`src/rtl/ps2rf_pkg.sv`:
```
package ps2rf_pkg;
    typedef enum logic [1:0] {
        PEND_NONE = 2'd0,
        PEND_CFG  = 2'd1,
        PEND_AUX  = 2'd2
    } pend_e;

    localparam logic [7:0] OP_WR_CFG = 8'h60;
    localparam logic [7:0] OP_RD_CFG = 8'h20;
    localparam logic [7:0] OP_TO_AUX = 8'hD4;
    localparam logic [7:0] CFG_MASK  = 8'h77;

    localparam int CFG_IRQ_MAIN = 0;
    localparam int CFG_IRQ_AUX  = 1;
    localparam int CFG_DIS_MAIN = 4;
    localparam int CFG_DIS_AUX  = 5;

    localparam int ST_OUT_FULL = 0;
    localparam int ST_IN_BUSY  = 1;
    localparam int ST_OUT_AUX  = 5;

    typedef struct packed {
        logic [7:0] cfg;
        pend_e      pend;
        logic       out_full;
        logic       out_aux;
        logic [7:0] out_data;
    } core_t;
endpackage

```
`src/rtl/ps2rf_busy_timer.sv`:
```
module ps2rf_busy_timer #(
    parameter int CYCLES = 4
) (
    input  logic clk,
    input  logic rst_n,
    input  logic start,
    output logic busy
);
    localparam int CW = $clog2(CYCLES + 1);
    localparam logic [CW-1:0] LOAD = CYCLES[CW-1:0];

    logic [CW-1:0] cnt_d, cnt_q;

    always_comb begin
        cnt_d = cnt_q;
        if (start) begin
            cnt_d = LOAD;
        end else if (cnt_q != '0) begin
            cnt_d = cnt_q - 1'b1;
        end
    end

    always_ff @(posedge clk) begin
        if (!rst_n) cnt_q <= '0;
        else        cnt_q <= cnt_d;
    end

    assign busy = (cnt_q != '0);
endmodule

```
`src/rtl/ps2rf_tx_slot.sv`:
```
module ps2rf_tx_slot #(
    parameter int DW = 8
) (
    input  logic          clk,
    input  logic          rst_n,
    input  logic          load,
    input  logic [DW-1:0] ld_data,
    output logic          valid,
    output logic [DW-1:0] data,
    input  logic          ready
);
    logic          vld_d, vld_q;
    logic [DW-1:0] dat_d, dat_q;

    always_comb begin
        vld_d = vld_q;
        dat_d = dat_q;
        if (load) begin
            vld_d = 1'b1;
            dat_d = ld_data;
        end else if (vld_q && ready) begin
            vld_d = 1'b0;
        end
    end

    always_ff @(posedge clk) begin
        if (!rst_n) begin
            vld_q <= 1'b0;
            dat_q <= '0;
        end else begin
            vld_q <= vld_d;
            dat_q <= dat_d;
        end
    end

    assign valid = vld_q;
    assign data  = dat_q;
endmodule

```
`src/rtl/ps2_regfront.sv`:
```
module ps2_regfront
    import ps2rf_pkg::*;
#(
    parameter int         ADDR_W      = 3,
    parameter int         DATA_OFS    = 0,
    parameter int         CTRL_OFS    = 4,
    parameter int         BUSY_CYCLES = 4,
    parameter logic [7:0] CFG_RESET   = 8'h04
) (
    input  logic              clk,
    input  logic              rst_n,
    input  logic              bus_wr,
    input  logic              bus_rd,
    input  logic [ADDR_W-1:0] bus_addr,
    input  logic [7:0]        bus_wdata,
    output logic [7:0]        bus_rdata,
    input  logic              kb_rx_valid,
    input  logic [7:0]        kb_rx_data,
    output logic              kb_rx_ready,
    input  logic              aux_rx_valid,
    input  logic [7:0]        aux_rx_data,
    output logic              aux_rx_ready,
    output logic              kb_tx_valid,
    output logic [7:0]        kb_tx_data,
    input  logic              kb_tx_ready,
    output logic              aux_tx_valid,
    output logic [7:0]        aux_tx_data,
    input  logic              aux_tx_ready,
    output logic              irq_kb,
    output logic              irq_aux
);
    localparam int NPORTS = 2;
    localparam logic [ADDR_W-1:0] DATA_A = DATA_OFS[ADDR_W-1:0];
    localparam logic [ADDR_W-1:0] CTRL_A = CTRL_OFS[ADDR_W-1:0];

    core_t st_d, st_q;

    logic sel_data, sel_ctrl;
    logic wr_data, wr_cmd, rd_data, cfg_rd, wr_any;
    logic in_busy;
    logic kb_ok, aux_ok;
    logic [7:0] status;
    logic [NPORTS-1:0] tx_load, tx_rdy, tx_vld;
    logic [7:0]        tx_dat [NPORTS];

    // address decode and handshakes
    always_comb begin
        sel_data = (bus_addr == DATA_A);
        sel_ctrl = (bus_addr == CTRL_A);
        wr_data  = bus_wr && sel_data;
        wr_cmd   = bus_wr && sel_ctrl;
        rd_data  = bus_rd && sel_data;
        wr_any   = wr_data || wr_cmd;
        cfg_rd   = wr_cmd && (bus_wdata == OP_RD_CFG);
        kb_ok    = !st_q.out_full && !st_q.cfg[CFG_DIS_MAIN] && !cfg_rd;
        aux_ok   = !st_q.out_full && !st_q.cfg[CFG_DIS_AUX] && !cfg_rd
                   && !(kb_rx_valid && kb_ok);
    end

    assign kb_rx_ready  = kb_ok;
    assign aux_rx_ready = aux_ok;

    // next-state computation
    always_comb begin
        st_d    = st_q;
        tx_load = '0;
        if (rd_data) begin
            st_d.out_full = 1'b0;
        end
        if (wr_cmd) begin
            case (bus_wdata)
                OP_WR_CFG: st_d.pend = PEND_CFG;
                OP_TO_AUX: st_d.pend = PEND_AUX;
                OP_RD_CFG: begin
                    st_d.pend     = PEND_NONE;
                    st_d.out_full = 1'b1;
                    st_d.out_aux  = 1'b0;
                    st_d.out_data = st_q.cfg;
                end
                default:   st_d.pend = PEND_NONE;
            endcase
        end
        if (wr_data) begin
            st_d.pend = PEND_NONE;
            case (st_q.pend)
                PEND_CFG: st_d.cfg = bus_wdata & CFG_MASK;
                PEND_AUX: tx_load[1] = 1'b1;
                default:  tx_load[0] = 1'b1;
            endcase
        end
        if (kb_rx_valid && kb_ok) begin
            st_d.out_full = 1'b1;
            st_d.out_aux  = 1'b0;
            st_d.out_data = kb_rx_data;
        end else if (aux_rx_valid && aux_ok) begin
            st_d.out_full = 1'b1;
            st_d.out_aux  = 1'b1;
            st_d.out_data = aux_rx_data;
        end
    end

    always_ff @(posedge clk) begin
        if (!rst_n) begin
            st_q.cfg      <= CFG_RESET & CFG_MASK;
            st_q.pend     <= PEND_NONE;
            st_q.out_full <= 1'b0;
            st_q.out_aux  <= 1'b0;
            st_q.out_data <= '0;
        end else begin
            st_q <= st_d;
        end
    end

    ps2rf_busy_timer #(.CYCLES(BUSY_CYCLES)) u_busy (
        .clk   (clk),
        .rst_n (rst_n),
        .start (wr_any),
        .busy  (in_busy)
    );

    assign tx_rdy = {aux_tx_ready, kb_tx_ready};

    for (genvar p = 0; p < NPORTS; p++) begin : g_tx
        ps2rf_tx_slot #(.DW(8)) u_slot (
            .clk     (clk),
            .rst_n   (rst_n),
            .load    (tx_load[p]),
            .ld_data (bus_wdata),
            .valid   (tx_vld[p]),
            .data    (tx_dat[p]),
            .ready   (tx_rdy[p])
        );
    end

    assign kb_tx_valid  = tx_vld[0];
    assign kb_tx_data   = tx_dat[0];
    assign aux_tx_valid = tx_vld[1];
    assign aux_tx_data  = tx_dat[1];

    // status and read mux
    always_comb begin
        status              = '0;
        status[ST_OUT_FULL] = st_q.out_full;
        status[ST_IN_BUSY]  = in_busy;
        status[ST_OUT_AUX]  = st_q.out_aux && st_q.out_full;
        bus_rdata           = '0;
        if (bus_rd) begin
            if (sel_data)      bus_rdata = st_q.out_data;
            else if (sel_ctrl) bus_rdata = status;
        end
    end

    assign irq_kb  = st_q.out_full && !st_q.out_aux && st_q.cfg[CFG_IRQ_MAIN];
    assign irq_aux = st_q.out_full &&  st_q.out_aux && st_q.cfg[CFG_IRQ_AUX];
endmodule

```
`config.mk`:
```
export PLATFORM = sky130hd
export DESIGN_NAME = ps2_regfront
export DESIGN_NICKNAME = d
export VERILOG_FILES = /design/src/rtl/ps2rf_pkg.sv /design/src/rtl/ps2rf_busy_timer.sv /design/src/rtl/ps2rf_tx_slot.sv /design/src/rtl/ps2_regfront.sv
export SDC_FILE = /design/constraint.sdc
export NUM_CORES = 1
export LEC_CHECK = 0
export CORE_UTILIZATION = 47
export CTS_CLUSTER_SIZE = 20
export DETAILED_ROUTE_END_ITERATION = 16
export PLACE_DENSITY_LB_ADDON = 0.15
export RECOVER_POWER = 25
export SLEW_MARGIN = 30
export SYNTH_ARGS = -nofsm -noshare
export SYNTH_HDL_FRONTEND = slang
export SYNTH_SLANG_ARGS = --single-unit
```
`constraint.sdc`:
```
create_clock -name clk -period 3.7 [get_ports clk]
set_input_delay 0.555 -clock clk [delete_from_list [all_inputs] [get_ports clk]]
set_output_delay 0.555 -clock clk [all_outputs]
set_load 0.1 [all_outputs]
```
==> impl_metrics.tcl, run 1 <==
set metrics [dict create \
    cts_max_level 2 \
    end_kind "primary output" \
    viasPerCell 5.267 \
    drv_cap 0 \
    synth_nets 251 \
    critPathLaunchType "input pin" \
    grtUsageTotal_pct 22.08 \
    synth_compound_area_share_pct 16.71 \
    cts_tree "built" \
    crit_chain "clkdlybuf4s50_1 -> buf_4 -> nor4b_4 -> nand4b_1 -> clkbuf_1 -> inv_1 -> nor4_2 -> buf_12" \
    fillers 345 \
    period_needed_ns 3.027 \
    layout-drive-gt1-share_pct 8.759 \
    postRouteAntennaNets 0 \
    arrival_ns 2.47 \
    hold_class "reg2reg" \
    cts_root_buf "clkbuf_8" \
    synth_xor_area_share_pct 0.4895 \
    slowest_stage "clkbuf_1" \
    synth_area_um2 1789 \
    synth-seq-cells 39 \
    area_growth_pct 39.93 \
    fin_skew_ns 0.003348 \
    clock_sinks 39 \
    fin_crit_sh_pct 81.81 \
    vdd_drop_max_mv 0.2372 \
    antenna_found_initial 0 \
    leakage_uw 0.0009310 \
    syn_inst 211 \
    slowest_delay_ns 0.43 \
    seq_area_frac_synth_pct 43.64 \
    dp_hpwl_um 2946 \
    clk_latency_ns 0.29 \
    crit_path_max_fanout 15 \
    yosys_warnings 0 \
    num_vias 1696 \
    finalHoldViolations 0 \
    grt_max_degree 28 \
    slew_headroom_pct 34.56 \
    finalSetupTns_ns 0 \
    rsz0062_at_grt "false" \
    crit_type "in2out" \
    chipHeight_um 63.70 \
    cp.required_ns 3.14 \
    ys_types 32 \
    grt_first_pass_wirelength_um 6927 \
    final_nets 313 \
    synthMuxAreaShare_pct 1.678 \
    die_x_um 63.70 \
    cts-resized-gates 0 \
    drt_iter0_markers 130 \
    cts_buffers 5 \
    port_buffers 64 \
    tightestPinTransition_ns 0.9786 \
    holdWs_ns 0.4576 \
    cts_buffer_depth 2 \
    rows 22 \
    cts_setup_buffers 0 \
    critPathTopFamily "buffers and inverters" \
    cts.clk_slew.worst_paths_ns 0.07 \
    io_pins 65 \
    max_freq_mhz 330.4 \
    syn_avg_cell_area_um2 8.480 \
    die_area_um2 4058 \
    yosys.area_share.adder_pct 3.497 \
    synth_top_family_by_area "simple AND/OR/NAND/NOR gates" \
    path_buf_inv 5 \
    core_um2 3661 \
    initial_core_util_pct 48.87 \
    drv_slew 0 \
    status "finished clean" \
    setup_viol_count_final 0 \
    postCtsHoldBufs 0 \
    wl_per_cell_um 13.07 \
    grt_pass1_vias 1549 \
    regArea_um2 780.7 \
    yosys.area_share.simple_pct 27.97 \
    routed_wirelength_um 4208 \
    antenna_cells 0 \
    overflow 0 \
    drt_drc_violations_left 0 \
    drt_first_pass_iters 5 \
    gp_congestion 0.7484 \
    powerDensity_nw_per_um2 384.0 \
    multiInputGateArea_um2 889.6 \
]
Yosys cell counts:
master / count / share of area (%)
nand2_1: 29 / 6.1
ha_1: 5 / 3.5
and3_1: 1 / 0.35
nand4_1: 2 / 0.70
buf_2: 2 / 0.56
xor2_1: 1 / 0.49
buf_6: 3 / 1.9
nor2_1: 10 / 2.1
nor4b_2: 1 / 0.84
nand2_2: 2 / 0.70
a31oi_1: 1 / 0.35
and3b_1: 1 / 0.49
nor4b_4: 2 / 2.7
inv_1: 8 / 1.7
clkinv_1: 1 / 0.21
and4b_1: 1 / 0.56
a21o_1: 1 / 0.42
o21ai_0: 7 / 2.0
nand2b_1: 5 / 1.7
a21oi_1: 34 / 9.5
mux2i_1: 3 / 1.7
a222oi_1: 8 / 4.5
and2_1: 6 / 2.1
clkbuf_1: 4 / 0.84
nor3b_2: 1 / 0.70
nor4_1: 1 / 0.35
nand4b_1: 1 / 0.49
nor3_1: 2 / 0.56
dfxtp_1: 39 / 44
nor3b_1: 2 / 0.84
clkbuf_2: 3 / 0.84
nand3_1: 24 / 6.7
sequential cells by signal, indices dropped and copies added (netlist names):
signal	flops
u_busy.cnt_q	3
st_q	18
g_tx.u_slot.valid	2
g_tx.u_slot.data	16
worst register-to-register path, cell delays in order, from the launching register on:
cell	delay, ns
dfxtp_1	0.53
nor3b_1	0.11
and2_1	0.27
a222oi_1	0.33
a21oi_1	0.11
final cells by class:
class	instances	area share, %
multi-input cells	151	35.53
clock buffers	5	2.749
flip-flops and latches	39	31.18
clock inverters	3	0.5997
inverters	9	1.349
well taps	48	2.399
repair buffers	67	26.19
worst paths after layout:
kind                                  startpoint                                  end  slack, ns  depth (start not counted)
min          g_tx[0].u_slot.data[3]$_SDFFE_PN0P_  g_tx[0].u_slot.data[3]$_SDFFE_PN0P_       0.46                          2
max                                  bus_addr[2]                         aux_rx_ready       0.67                          8
max reg2reg                   st_q[9]$_SDFF_PN0_                 st_q[2]$_SDFFE_PN0P_       2.22                          4
min reg2reg  g_tx[0].u_slot.data[3]$_SDFFE_PN0P_  g_tx[0].u_slot.data[3]$_SDFFE_PN0P_       0.46                          2
report_power, final:
group / total, uW / switching (uW) / internal (uW)
Clock: 274 / 145 / 129
Sequential: 457 / 14.0 / 442
Combinational: 231 / 130 / 101
stage by stage:
| step | total power (uW) | utilization, % | setup slack [ns] | area (um^2) | std cells |
|---|---|---|---|---|---|
| floorplan | 621.4 | - | 0.08051 | 1795 | 211 |
| CTS | 976.3 | 69.07 | 0.9716 | 2529 | 322 |
| global placement | 697.2 | 66.78 | 0.9940 | 2445 | 314 |
| finish | 961.4 | 68.39 | 0.6732 | 2504 | 322 |
| global route | 1021 | 68.39 | 0.5157 | 2504 | 322 |
| detailed placement | 699.4 | 66.78 | 0.9762 | 2445 | 314 |
cells in the final DEF, fill, tap and decap left out, drive strengths merged:
| cell type | n |
|---|---|
| clkdlybuf4s50 | 52 |
| clkbuf | 7 |
| nand4b | 1 |
| nand4 | 2 |
| dlygate4sd3 | 2 |
| mux2i | 3 |
| and3 | 1 |
| and2 | 6 |
| nor3b | 3 |
| nand2 | 31 |
| xor2 | 1 |
| dfxtp | 39 |
| nand3 | 24 |
| a222oi | 8 |
| and4b | 1 |
| inv | 8 |
| a31oi | 1 |
| ha | 5 |
| nor4 | 1 |
| buf | 11 |
| o21ai | 7 |
| a21o | 1 |
| nor4b | 3 |
| nand2b | 5 |
| clkinv | 4 |
| nor2 | 10 |
| and3b | 1 |
| a21oi | 34 |
| nor3 | 2 |
cell families (layout without fill, tap and decap cells):
logic type,count (synthesis),in the layout
compound gates,51,51
xor+xnor,1,1
fa+ha+maj,5,5
buf+inv,21,84
flops,39,39
mux,3,3
simple gates,91,91
layer usage:
metal	part of all wire, %	track usage (%)	wire length, um	up-vias
li1	-	-	-	875
met5	0	0	0	-
met2	45	35.90	1898	56
met1	47	27.40	1995	761
met3	6.0	5.616	252	4
met4	1.5	9.375	62	0
No activity file was read; power rests on OpenSTA's default activity.
==> run 2, diff against run 1 <==
--- a/config.mk
+++ b/config.mk
@@ -5,7 +5,7 @@
 export SDC_FILE = /design/constraint.sdc
 export NUM_CORES = 1
 export LEC_CHECK = 0
-export CORE_UTILIZATION = 47
+export CORE_UTILIZATION = 44
 export CTS_CLUSTER_SIZE = 20
 export DETAILED_ROUTE_END_ITERATION = 16
 export PLACE_DENSITY_LB_ADDON = 0.15
==> constraint.sdc (replaced) <==
create_clock -name clk -period 2.84 [get_ports clk]
set_input_delay 0.426 -clock clk [delete_from_list [all_inputs] [get_ports clk]]
set_output_delay 0.426 -clock clk [all_outputs]
set_load 0.1 [all_outputs]
==> impl_metrics.tcl, run 2 (synthesis results as in run 1) <==
set metrics [dict create \
    status "finished clean" \
    crit_type "in2out" \
    leakage_uw 0.0009528 \
    holdWs_ns 0.4560 \
    drv_cap 0 \
    tightestPinTransition_ns 1.176 \
    grt_first_pass_wirelength_um 6865 \
    initial_core_util_pct 47.45 \
    gp_congestion 0.7590 \
    cts.clk_slew.worst_paths_ns 0.07 \
    die_x_um 65.77 \
    antenna_cells 0 \
    power_uw 1314 \
    final_nets 314 \
    grtUsageTotal_pct 20.51 \
    cts_buffers 5 \
    reg2reg_from "st_q[9]$_SDFF_PN0_" \
    cts_max_level 2 \
    drt_iter0_markers 90 \
    crit_path_max_fanout 3 \
    vdd_drop_max_mv 0.3483 \
    rrSetupSlack_ns 1.34 \
    area_growth_pct 42.80 \
    min_from "g_tx[1].u_slot.data[1]$_SDFFE_PN0P_" \
    grt_pass1_vias 1574 \
    viasPerCell 5.378 \
    finalWorstSetupSlack_ns 0.4551 \
    clock_sinks 39 \
    end_kind "primary output" \
    place_area_um2 2507 \
    finalHoldViolations 0 \
    final_cell_area_um2 2555 \
    layout-drive-gt1-share_pct 12.73 \
    critPathTopFamily "buffers and inverters" \
    max_freq_mhz 419.3 \
    cp.required_ns 2.41 \
    wl_per_cell_um 13.07 \
    fin_skew_ns 0.004832 \
    slowest_stage "clkdlybuf4s50_1" \
    drt_first_pass_iters 5 \
    hold_class "reg2reg" \
    cts_buffer_depth 2 \
    drt_drc_violations_left 0 \
    dp_hpwl_um 3112 \
    crit_chain "clkdlybuf4s50_1 -> nor3b_1 -> nand4b_1 -> inv_1 -> nor4_2 -> buf_12" \
    setup_viol_count_final 0 \
    grt_max_degree 28 \
    core_um2 3771 \
    slowest_delay_ns 0.48 \
    fin_crit_sh_pct 83.98 \
    slew_headroom_pct 21.95 \
    rsz0062_at_grt "false" \
    rows 22 \
    period_needed_ns 2.385 \
    die_area_um2 4326 \
    cts_setup_buffers 0 \
    antenna_found_initial 0 \
    io_pins 65 \
    critPathLaunchType "input pin" \
    drv_slew 0 \
    cts-resized-gates 0 \
    largest_register_ffs 18 \
    num_vias 1737 \
    arrival_ns 1.96 \
    cts_root_buf "clkbuf_8" \
    fillers 342 \
    routed_wirelength_um 4221 \
    final_common_cell "dfxtp_1" \
    startpoint "bus_addr[1]" \
    final_cell_mix "dfxtp_1, a21oi_1, clkdlybuf4s50_1, nand2_1, nand3_1" \
    finalSetupTns_ns 0 \
    overflow 0 \
    place_ws_ns 0.4478 \
    clk_latency_ns 0.28 \
    powerDensity_nw_per_um2 514.3 \
    cts_tree "built" \
    chipHeight_um 65.77 \
    postCtsHoldBufs 0 \
    path_buf_inv 3 \
    regMostFlops "st_q" \
    postRouteAntennaNets 0 \
    port_buffers 64 \
]
==> run 2: cell count changes in the layout (fill, tap and decap cells not counted), sizes merged <==
cell,previous run,this run
clkbuf,7,22
dlygate4sd3,2,0
clkinvlp,0,1
clkinv,4,1
clkdlybuf4s50,52,34
buf,11,19
==> run 2: worst paths after layout <==
kind / to / cells after the start
worst max-delay path: aux_rx_ready / 6
worst min-delay path: g_tx[1].u_slot.data[1]$_SDFFE_PN0P_ / 2
worst max register to register: st_q[1]$_SDFFE_PN0P_ / 4
worst min register to register: g_tx[1].u_slot.data[1]$_SDFFE_PN0P_ / 2
==> run 2: through the flow <==
step           utilization [%]  std cells
2_1_floorplan                -        211
3_3_place_gp             66.49        315
3_5_place_dp             66.49        315
4_1_cts                  69.24        323
5_1_grt                  67.75        323
6_report                 67.75        323
==> run 2: layer usage <==
layer / wire, um / global-route usage [%] / vias to the layer above
li1: - / - / 873
met1: 1907 / 25.03 / 801
met2: 2012 / 35.20 / 58
met3: 257 / 3.793 / 5
met4: 44 / 8.152 / 0
met5: 0 / 0 / -
==> run 2: worst reg2reg max path, stage by stage (launching register included) <==
cell      delay (ns)
dfxtp_1         0.56
nor3b_1         0.11
and2_1          0.26
a222oi_1        0.33
a21oi_1         0.12
==> run 2: power by group <==
| part | leakage (uW) | total [uW] | internal (uW) | switching, uW |
|---|---|---|---|---|
| Clock | 0.0000505 | 406 | 221 | 185 |
| Sequential | 0.000317 | 595 | 576 | 18.8 |
| Combinational | 0.000585 | 313 | 138 | 175 |
==> run 2: layout make-up <==
class | count | area [um^2] | area share, %
inverters | 9 | 33.78 | 1.322
repair buffers | 68 | 664.4 | 26.00
clock buffers | 7 | 96.34 | 3.771
flip-flops and latches | 39 | 780.7 | 30.56
clock inverters | 1 | 7.507 | 0.2938
well taps | 48 | 60.06 | 2.351
multi-input cells | 151 | 912.1 | 35.70
